===== src/rtl/cseq_pkg.sv =====
package cseq_pkg;

  typedef enum logic [2:0] {
    OP_NOP      = 3'd0,
    OP_START    = 3'd1,
    OP_RING     = 3'd2,
    OP_RESET    = 3'd3,
    OP_SCRAMBLE = 3'd4,
    OP_PADDR    = 3'd5,
    OP_PDATA    = 3'd6,
    OP_ROTOR    = 3'd7
  } op_e;

  typedef enum logic [1:0] {
    ST_IDLE  = 2'd0,
    ST_WRITE = 2'd1,
    ST_REQ   = 2'd2,
    ST_WAIT  = 2'd3
  } st_e;

  // operation served by slot pointer i (right-to-left slot operations)
  function automatic op_e slot_op(input int i);
    case (i)
      0:       return OP_START;
      1:       return OP_RING;
      default: return OP_ROTOR;
    endcase
  endfunction

  // next pointer value with wrap after the last slot
  function automatic logic [1:0] slot_step(input logic [1:0] cur, input int slots);
    if (int'(cur) >= slots - 1) return 2'd0;
    return cur + 2'd1;
  endfunction

  // segment pattern, bit0 = a ... bit6 = g
  function automatic logic [6:0] letter_glyph(input logic [4:0] code);
    case (code)
      5'd0:  return 7'h77;
      5'd1:  return 7'h7C;
      5'd2:  return 7'h39;
      5'd3:  return 7'h5E;
      5'd4:  return 7'h79;
      5'd5:  return 7'h71;
      5'd6:  return 7'h3D;
      5'd7:  return 7'h76;
      5'd8:  return 7'h30;
      5'd9:  return 7'h1E;
      5'd10: return 7'h75;
      5'd11: return 7'h38;
      5'd12: return 7'h37;
      5'd13: return 7'h54;
      5'd14: return 7'h5C;
      5'd15: return 7'h73;
      5'd16: return 7'h67;
      5'd17: return 7'h50;
      5'd18: return 7'h6D;
      5'd19: return 7'h78;
      5'd20: return 7'h3E;
      5'd21: return 7'h1C;
      5'd22: return 7'h2A;
      5'd23: return 7'h52;
      5'd24: return 7'h6E;
      5'd25: return 7'h5B;
      default: return 7'h00;
    endcase
  endfunction

endpackage


===== src/rtl/cseq_slot_ctr.sv =====
module cseq_slot_ctr #(
  parameter int SLOTS  = 3,
  parameter int SLOT_W = 2
) (
  input  logic              clk,
  input  logic              rst_n,
  input  logic              clr,
  input  logic              adv,
  output logic [SLOT_W-1:0] ptr
);
  import cseq_pkg::*;

  logic [1:0] step_w;
  assign step_w = slot_step(2'(ptr), SLOTS);

  always_ff @(posedge clk or negedge rst_n) begin
    if (!rst_n)   ptr <= '0;
    else if (clr) ptr <= '0;
    else if (adv) ptr <= SLOT_W'(step_w);
  end
endmodule


===== src/rtl/cseq_seg_drv.sv =====
module cseq_seg_drv #(
  parameter int DAT_W = 5,
  parameter int SEG_W = 8
) (
  input  logic             show,
  input  logic [DAT_W-1:0] code,
  output logic [SEG_W-1:0] seg
);
  import cseq_pkg::*;

  always_comb begin
    seg = '0;
    if (show) seg[6:0] = letter_glyph(5'(code));
  end
endmodule


===== src/rtl/cipher_cmd_seq.sv =====
module cipher_cmd_seq #(
  parameter int CMD_W = 3,
  parameter int DAT_W = 5,
  parameter int SLOTS = 3,
  parameter int SEG_W = 8
) (
  input  logic                     clk,
  input  logic                     rst_n,
  input  logic [CMD_W+DAT_W-1:0]   cmd_in,
  input  logic                     scr_done,
  input  logic [DAT_W-1:0]         scr_res,
  output logic                     ready,
  output logic [DAT_W-1:0]         result,
  output logic [SEG_W-1:0]         seg,
  output logic                     start_we,
  output logic                     ring_we,
  output logic                     rotor_we,
  output logic [$clog2(SLOTS)-1:0] slot,
  output logic [DAT_W-1:0]         wr_data,
  output logic                     plug_we,
  output logic [DAT_W-1:0]         plug_addr,
  output logic                     scr_req,
  output logic                     clr
);
  import cseq_pkg::*;

  localparam int IN_W    = CMD_W + DAT_W;
  localparam int SLOT_W  = $clog2(SLOTS);
  localparam int N_PTRS  = 3;

  st_e              state;
  op_e              op_q;
  logic [DAT_W-1:0] dat_q;
  logic [DAT_W-1:0] paddr_q;
  logic [DAT_W-1:0] res_q;
  logic             res_vld;

  op_e              op_in;
  logic             accept;
  logic             wr_fire;
  logic             done_fire;
  logic             ptr_clr;
  logic [N_PTRS-1:0] ptr_adv;
  logic [SLOT_W-1:0] ptr_val [N_PTRS];

  assign op_in     = op_e'(cmd_in[IN_W-1:DAT_W]);
  assign ready     = (state == ST_IDLE);
  assign accept    = ready && (op_in != OP_NOP);
  assign wr_fire   = (state == ST_WRITE);
  assign done_fire = (state == ST_WAIT) && scr_done;
  assign ptr_clr   = wr_fire && (op_q == OP_RESET);

  always_ff @(posedge clk or negedge rst_n) begin
    if (!rst_n) begin
      state <= ST_IDLE;
      op_q  <= OP_NOP;
      dat_q <= '0;
    end else begin
      case (state)
        ST_IDLE: if (accept) begin
          op_q  <= op_in;
          dat_q <= cmd_in[DAT_W-1:0];
          state <= (op_in == OP_SCRAMBLE) ? ST_REQ : ST_WRITE;
        end
        ST_WRITE: state <= ST_IDLE;
        ST_REQ:   state <= ST_WAIT;
        ST_WAIT:  if (scr_done) state <= ST_IDLE;
        default:  state <= ST_IDLE;
      endcase
    end
  end

  always_ff @(posedge clk or negedge rst_n) begin
    if (!rst_n) begin
      paddr_q <= '0;
      res_q   <= '0;
      res_vld <= 1'b0;
    end else if (ptr_clr) begin
      paddr_q <= '0;
      res_q   <= '0;
      res_vld <= 1'b0;
    end else begin
      if (wr_fire && op_q == OP_PADDR) paddr_q <= dat_q;
      if (done_fire) begin
        res_q   <= scr_res;
        res_vld <= 1'b1;
      end
    end
  end

  for (genvar i = 0; i < N_PTRS; i++) begin : g_ptr
    assign ptr_adv[i] = wr_fire && (op_q == slot_op(i));
    cseq_slot_ctr #(.SLOTS(SLOTS), .SLOT_W(SLOT_W)) u_ctr (
      .clk  (clk),
      .rst_n(rst_n),
      .clr  (ptr_clr),
      .adv  (ptr_adv[i]),
      .ptr  (ptr_val[i])
    );
  end

  always_comb begin
    slot = '0;
    for (int i = 0; i < N_PTRS; i++)
      if (op_q == slot_op(i)) slot = ptr_val[i];
  end

  assign start_we  = ptr_adv[0];
  assign ring_we   = ptr_adv[1];
  assign rotor_we  = ptr_adv[2];
  assign plug_we   = wr_fire && (op_q == OP_PDATA);
  assign clr       = ptr_clr;
  assign scr_req   = (state == ST_REQ);
  assign wr_data   = dat_q;
  assign plug_addr = paddr_q;
  assign result    = res_q;

  cseq_seg_drv #(.DAT_W(DAT_W), .SEG_W(SEG_W)) u_seg (
    .show(res_vld),
    .code(res_q),
    .seg (seg)
  );
endmodule


===== config.mk =====
export PLATFORM = sky130hd
export DESIGN_NAME = cipher_cmd_seq
export DESIGN_NICKNAME = d
export VERILOG_FILES = /design/src/rtl/cseq_pkg.sv /design/src/rtl/cseq_slot_ctr.sv /design/src/rtl/cseq_seg_drv.sv /design/src/rtl/cipher_cmd_seq.sv
export SDC_FILE = /design/constraint.sdc
export NUM_CORES = 1
export LEC_CHECK = 0
export ABC_AREA = 0
export CORE_ASPECT_RATIO = 0.8
export CORE_UTILIZATION = 30
export CTS_BUF_LIST = sky130_fd_sc_hd__clkbuf_8
export CTS_CLUSTER_DIAMETER = 80
export DETAILED_ROUTE_END_ITERATION = 7
export GPL_TIMING_DRIVEN = 0
export HOLD_SLACK_MARGIN = 0.12
export PLACE_DENSITY = 0.59
export SKIP_LAST_GASP = 1
export SYNTH_ARGS = -nofsm -noshare
export SYNTH_HDL_FRONTEND = slang
export SYNTH_SLANG_ARGS = --single-unit

===== constraint.sdc =====
create_clock -name clk -period 3.1 [get_ports clk]
set_input_delay 0.62 -clock clk [delete_from_list [all_inputs] [get_ports clk]]
set_output_delay 0.62 -clock clk [all_outputs]
set_load 0.005 [all_outputs]

* After elaboration in Yosys (flattened, before gate mapping)
Memory sizes are Yosys's and may differ from the RTL's.
Cells that the tools add are included.
** Storage, ports and cells
- Flip-flop bits (word level) :: 27
- Latch bits :: 0
- Bits in writable memories :: 0
- Memory bits (read-only) :: 224
- Input bits :: 16
- Output and inout port bits :: 32
- Logic and storage cells :: 74
- Memories kept :: 1
** Memory list
- (name not given) :: depth 32, bits a word 7, rd ports 1, clocked after memory_dff 0, write ports 0, RTL line cseq_pkg.sv:38 : case (code)
** Operators by class
- $add $sub $neg :: 3
- Multiply operators :: 0
- Divide/modulo/power cells :: 0
- Order comparisons :: 3
- Equality and inequality tests :: 12
- Shift-type cells :: 0
- Muxes and demuxes :: 29
- Bitwise gates (word level) :: 0
- Reduce and logical (&&, ||, !) cells :: 17
** Operators by type and width (count)
- 2-bit 2-to-1 mux :: 18
- 5-bit 2-to-1 mux :: 4
- 3-bit equality test, second input constant :: 4
- 2-bit nonzero test :: 5
- 1-bit logical AND :: 8
- 2-bit case mux with 4 select lines :: 1
- 7-bit 2-to-1 mux :: 1
- 2-bit by 1-bit adder with 2-bit output, second input constant :: 3
- 3-bit by 2-bit equality test with 1-bit output, second input constant :: 2
- 2-bit greater-or-equal comparator, second input constant :: 3
- 1-bit 2-to-1 mux :: 5
- 2-bit equality test, second input constant :: 2
- 2-bit AND reduction :: 2
- 3-bit by 1-bit equality test with 1-bit output, second input constant :: 1
- 3-bit nonzero test :: 1
- 2-bit by 1-bit equality test with 1-bit output, second input constant :: 1
- 2-bit zero test :: 1
- 2-bit by 1-bit != test with 1-bit output, second input constant :: 1
- 2-bit != test, second input constant :: 1

* Longest topological paths before layout
- Word-level depth :: 5
- Depth in mapped cells :: 6
- Depth with buffers taken out :: 5

* Modules after synthesis
A second synthesis with hierarchy kept.
** Unflattened totals
- Cells, all modules :: 184
- Area, all modules :: 1791.7 um^2
** By module, submodules not included
- cipher_cmd_seq :: times used 1, cells an instance 93, area each 1047.3 um^2, sequential area each 525.5 um^2
- cseq_seg_drv :: times used 1, cells an instance 70, area each 481.7 um^2, sequential area each 0.0 um^2
- cseq_slot_ctr :: times used 3, cells an instance 7, area each 87.6 um^2, sequential area each 50.0 um^2

* Least setup slack after synthesis
No wires, ideal clock.
- Path kind :: register -> output
- Start :: register res_q[0] (netlist: result[0])
- End :: output port seg[2]
- Data arrival time :: 1.848 ns
- Data required time :: 2.480 ns
- Setup slack :: 0.632 ns
- Cell stages (with the launch flop) :: 6
- Buffers on the path :: 1
- Cells stage by stage :: dfrtp_1 clkbuf_1 inv_1 ha_1 mux4_2 o221a_2
** Between the ends
- Cells in the longest elaborated chain, start to end :: 2
** RTL lines
- from (decl) :: RTL line cipher_cmd_seq.sv:35 : logic [DAT_W-1:0] res_q;
- from (signal assigned) :: RTL line cipher_cmd_seq.sv:85 : res_q <= scr_res;
- memory read 32 x 7 bit
- 7-bit 2-to-1 mux :: RTL line cseq_seg_drv.sv:13 : if (show) seg[6:0] = letter_glyph(5'(code));
- to (decl) :: RTL line cipher_cmd_seq.sv:14 : output logic [SEG_W-1:0] seg,
No other way between the ends.

* Final worst setup path
Same ends and word-level chain as after synthesis.

==> load_flow_metrics.sql <==
INSERT INTO impl_metrics (metric_group, metric, value, unit) VALUES
('place', 'finalWeightedCongestion', '0.855', ''),
('sta', 'final_max_slew_viol_count', '0', ''),
('synth', 'synth_ff_type', 'sky130_fd_sc_hd__dfrtp_1', ''),
('clock_network', 'cts_clock_pin_slew_for_the_worst_setup_and_hold_paths', '0.09', 'ns'),
('setup_path', 'critical_path_max_stage_delay', '0.44', 'ns'),
('outcome', 'run_status', 'complete, no violations', ''),
('synth', 'synth_area_leader_cell', 'sky130_fd_sc_hd__dfrtp_1', ''),
('synth', 'synth_xor_xnor_area_share', '0.520', '%'),
('clock_network', 'cts_hold_repair.buffers', '0', ''),
('synth', 'synth_top_family_by_area', 'compound AO/OA/AOI/OAI gates', ''),
('pwr', 'pd_cells', '1030', 'nW/um^2'),
('sta', 'timing.final.crit_period', '3.00', 'ns'),
('final_layout', 'finalNetCount', '246', ''),
('clock_network', 'cts.sink_count', '27', ''),
('setup_path', 'critical_path_arrival', '2.38', 'ns'),
('synth', 'post-synth-top-area-fraction', '40.1', '%'),
('synth', 'seq_area_frac_synth', '40.1', '%'),
('detailed_routing', 'avgRoutedWirePerCell', '13.4', 'um'),
('flow_run', 'cap_violations', '0', ''),
('global_routing', 'grt_pass1_vias', '1371', ''),
('synth', 'synth_enable_flop_cells', '0', ''),
('sta', 'slew_limit_headroom', '20.4', '%'),
('floorplan', 'fp.dieH', '69.0', 'um'),
('synth', 'async_flop_share', '100', '%'),
('synth', 'ys_top_cells_by_area', 'sky130_fd_sc_hd__dfrtp_1, sky130_fd_sc_hd__mux2_2, sky130_fd_sc_hd__ha_1, sky130_fd_sc_hd__a22o_1, sky130_fd_sc_hd__mux2i_1', ''),
('synth', 'netlist_instances', '170', ''),
('sta', 'final_hold_viol_count', '0', ''),
('setup_path', 'cp_max_fo', '8', ''),
('synth', 'synth_warnings', '0', ''),
('floorplan', 'die_area', '5920', 'um^2'),
('synth', 'post_synth_fa_ha_maj_area_fraction', '5.20', '%'),
('synth', 'synth_nets', '193', ''),
('sta', 'setup_viol', '0', ''),
('detailed_routing', 'remaining_drc_errors', '0', ''),
('detailed_routing', 'final_routed_wirelength', '4.02', 'mm'),
('pwr', 'vdd.ir_drop.worst', '0.000400', 'V'),
('synth', 'mux_contribution_to_synthesized_area', '12.6', '%'),
('floorplan', 'placementRows', '24', ''),
('synth', 'synth_compound_area_share', '20.3', '%'),
('global_routing', 'grt_pass1_wl', '6.69', 'mm'),
('synth', 'postSynthRegisterBits', '27', ''),
('sta', 'fin_skew', '0.00326', 'ns'),
('synth', 'yosys.area_share.simple', '14.7', '%'),
('worst_hold_path', 'hp-class', 'flop to flop', ''),
('setup_path', 'cp_slowest_cell', 'sky130_fd_sc_hd__mux4_2', ''),
('synth', 'yosys.cell_types.count', '46', ''),
('sta', 'max_clock_freq', '333', 'MHz'),
('clock_network', 'clock_tree.root_cell', 'sky130_fd_sc_hd__clkbuf_8', ''),
('place', 'dp_hpwl', '2.97', 'mm'),
('sta', 'fin_setup_tns', '0', 'ns'),
('detailed_routing', 'drt_pre_antenna_iters', '4', ''),
('global_routing', 'grt_max_degree', '28', ''),
('global_routing', 'globalRouteTotalUtil', '14.3', '%'),
('detailed_routing', 'first_iter_violations', '113', ''),
('global_routing', 'number_of_antenna_violations_at_the_first_check_in_global_routing', '0', ''),
('floorplan', 'coreArea', '5440', 'um^2'),
('sta', 'grt_setup_unrepaired', 'no', ''),
('floorplan', 'floorplan.io_pins', '48', ''),
('detailed_routing', 'detail_route.vias_per_cell', '4.85', ''),
('synth', 'syn_avg_cell_area', '9.91', 'um^2'),
('setup_path', 'end_kind', 'output pin', ''),
('global_routing', 'grt_overflow_total', '0', ''),
('clock_network', 'clock_latency', '0.27', 'ns'),
('clock_network', 'ctsHtreeMaxLevel', '1', ''),
('sta', 'worst_slew_pin_slew', '1.19', 'ns'),
('sta', 'fin_crit_sh', '96.8', '%'),
('final_layout', 'mostFrequentLayoutCells', 'sky130_fd_sc_hd__clkdlybuf4s50_1, sky130_fd_sc_hd__dfrtp_1, sky130_fd_sc_hd__nor2_1', ''),
('detailed_routing', 'route.antenna.remaining_nets', '0', ''),
('setup_path', 'worstPathRequired', '2.48', 'ns'),
('clock_network', 'numCtsBuffers', '3', ''),
('setup_path', 'crit_chain', 'clkbuf_4 > inv_4 > ha_2 > inv_1 > mux4_2 > o221a_2 > clkdlybuf4s50_1', '');
==> synth_stat cells (3+ instances only) <==
cell type,instances
sky130_fd_sc_hd__nor3_1,3
sky130_fd_sc_hd__mux2_2,8
sky130_fd_sc_hd__o31ai_1,3
sky130_fd_sc_hd__mux2i_1,7
sky130_fd_sc_hd__nor2_1,15
sky130_fd_sc_hd__nand2b_1,4
sky130_fd_sc_hd__a21oi_1,7
sky130_fd_sc_hd__clkbuf_1,6
sky130_fd_sc_hd__o21ai_0,7
sky130_fd_sc_hd__o221a_2,3
sky130_fd_sc_hd__o211ai_1,3
sky130_fd_sc_hd__nand2_1,10
sky130_fd_sc_hd__buf_4,3
sky130_fd_sc_hd__ha_1,7
sky130_fd_sc_hd__nor2b_1,3
sky130_fd_sc_hd__inv_1,11
sky130_fd_sc_hd__dfrtp_1,27
sky130_fd_sc_hd__a22o_1,8
==> metrics by stage <==
stage / utilization, % / hold slack, ns / setup WS (ns) / area (um^2)
finish: 43.0 / 0.509 / 0.0999 / 2330
global route: 43.0 / 0.557 / 0.0203 / 2330
CTS: 42.9 / 0.515 / 0.0654 / 2330
detailed placement: 41.3 / 0.488 / -0.0514 / 2240
global placement: 41.3 / 0.491 / -0.0419 / 2240
floorplan: - / 0.324 / 0.632 / 1690
==> worst max-delay path: cells and delay by family (launching register included) <==
| family | cells | cell delay (ns) |
|---|---|---|
| flops | 1 | 0.41 |
| buf+inv | 4 | 0.76 |
| fa+ha+maj | 1 | 0.21 |
| compound gates | 1 | 0.27 |
| mux | 1 | 0.44 |
==> final cells by class <==
class	instances	area (um^2)
fillers	549	3100
multi-input cells	120	917
flip-flops and latches	27	678
repair buffers	48	475
well taps	78	97.6
plain buffers	12	73.8
inverters	11	43.8
clock buffers	3	41.3
clock inverters	1	7.51
==> timing repair <==
action                                  4_1_cts  5_1_grt
resized for setup                             8        3
buffers inserted                              2        0
endpoints found under the setup margin        5        1
pin swaps                                     0        0
endpoints found under the hold margin         0        0
==> state kept, by name, summed over array words and instances (netlist names) <==
name,flops
op_q,3
plug_addr,5
wr_data,5
res_vld,1
state,2
result,5
g_ptr.u_ctr.ptr,6
==> per-layer routing <==
metal | track usage (%) | part of all wire (%) | wire length (um) | vias up
met4 | 2.78 | 0.35 | 14 | 0
met2 | 21.3 | 46 | 1830 | 36
met1 | 21.5 | 50 | 2020 | 702
li1 | - | - | - | 716
met5 | 0 | 0 | 0 | -
met3 | 2.87 | 3.6 | 145 | 2
==> where the power goes <==
group          switching (uW)  internal, uW
Sequential                133           514
Clock                     110          91.2
Combinational             667           885
Total                     910          1490
==> worst paths after layout <==
check,from,endpoint,slack (ns),cells after the start
setup reg to reg,state[1],res_vld,1.44,4
setup / recovery,result[0],seg[2],0.1,7
min in group asynchronous,rst_n,wr_data[3],0.97,1
max in group asynchronous,rst_n,result[0],1.34,1
hold / removal,plug_addr[3],plug_addr[3],0.51,1
hold reg to reg,plug_addr[3],plug_addr[3],0.51,1
==> cell families (layout without fill, tap and decap cells) <==
group                      Yosys count  after routing
AOI/OAI and AO/OA                   46             46
xor gates and xnor gates             1              1
adders and majority gates            7              7
buffers and inverters               23             75
DFF                                 27             27
muxes                               18             18
other                                1              1
and+or+nand+nor                     47             47
(Power assumes the default switching activity.)
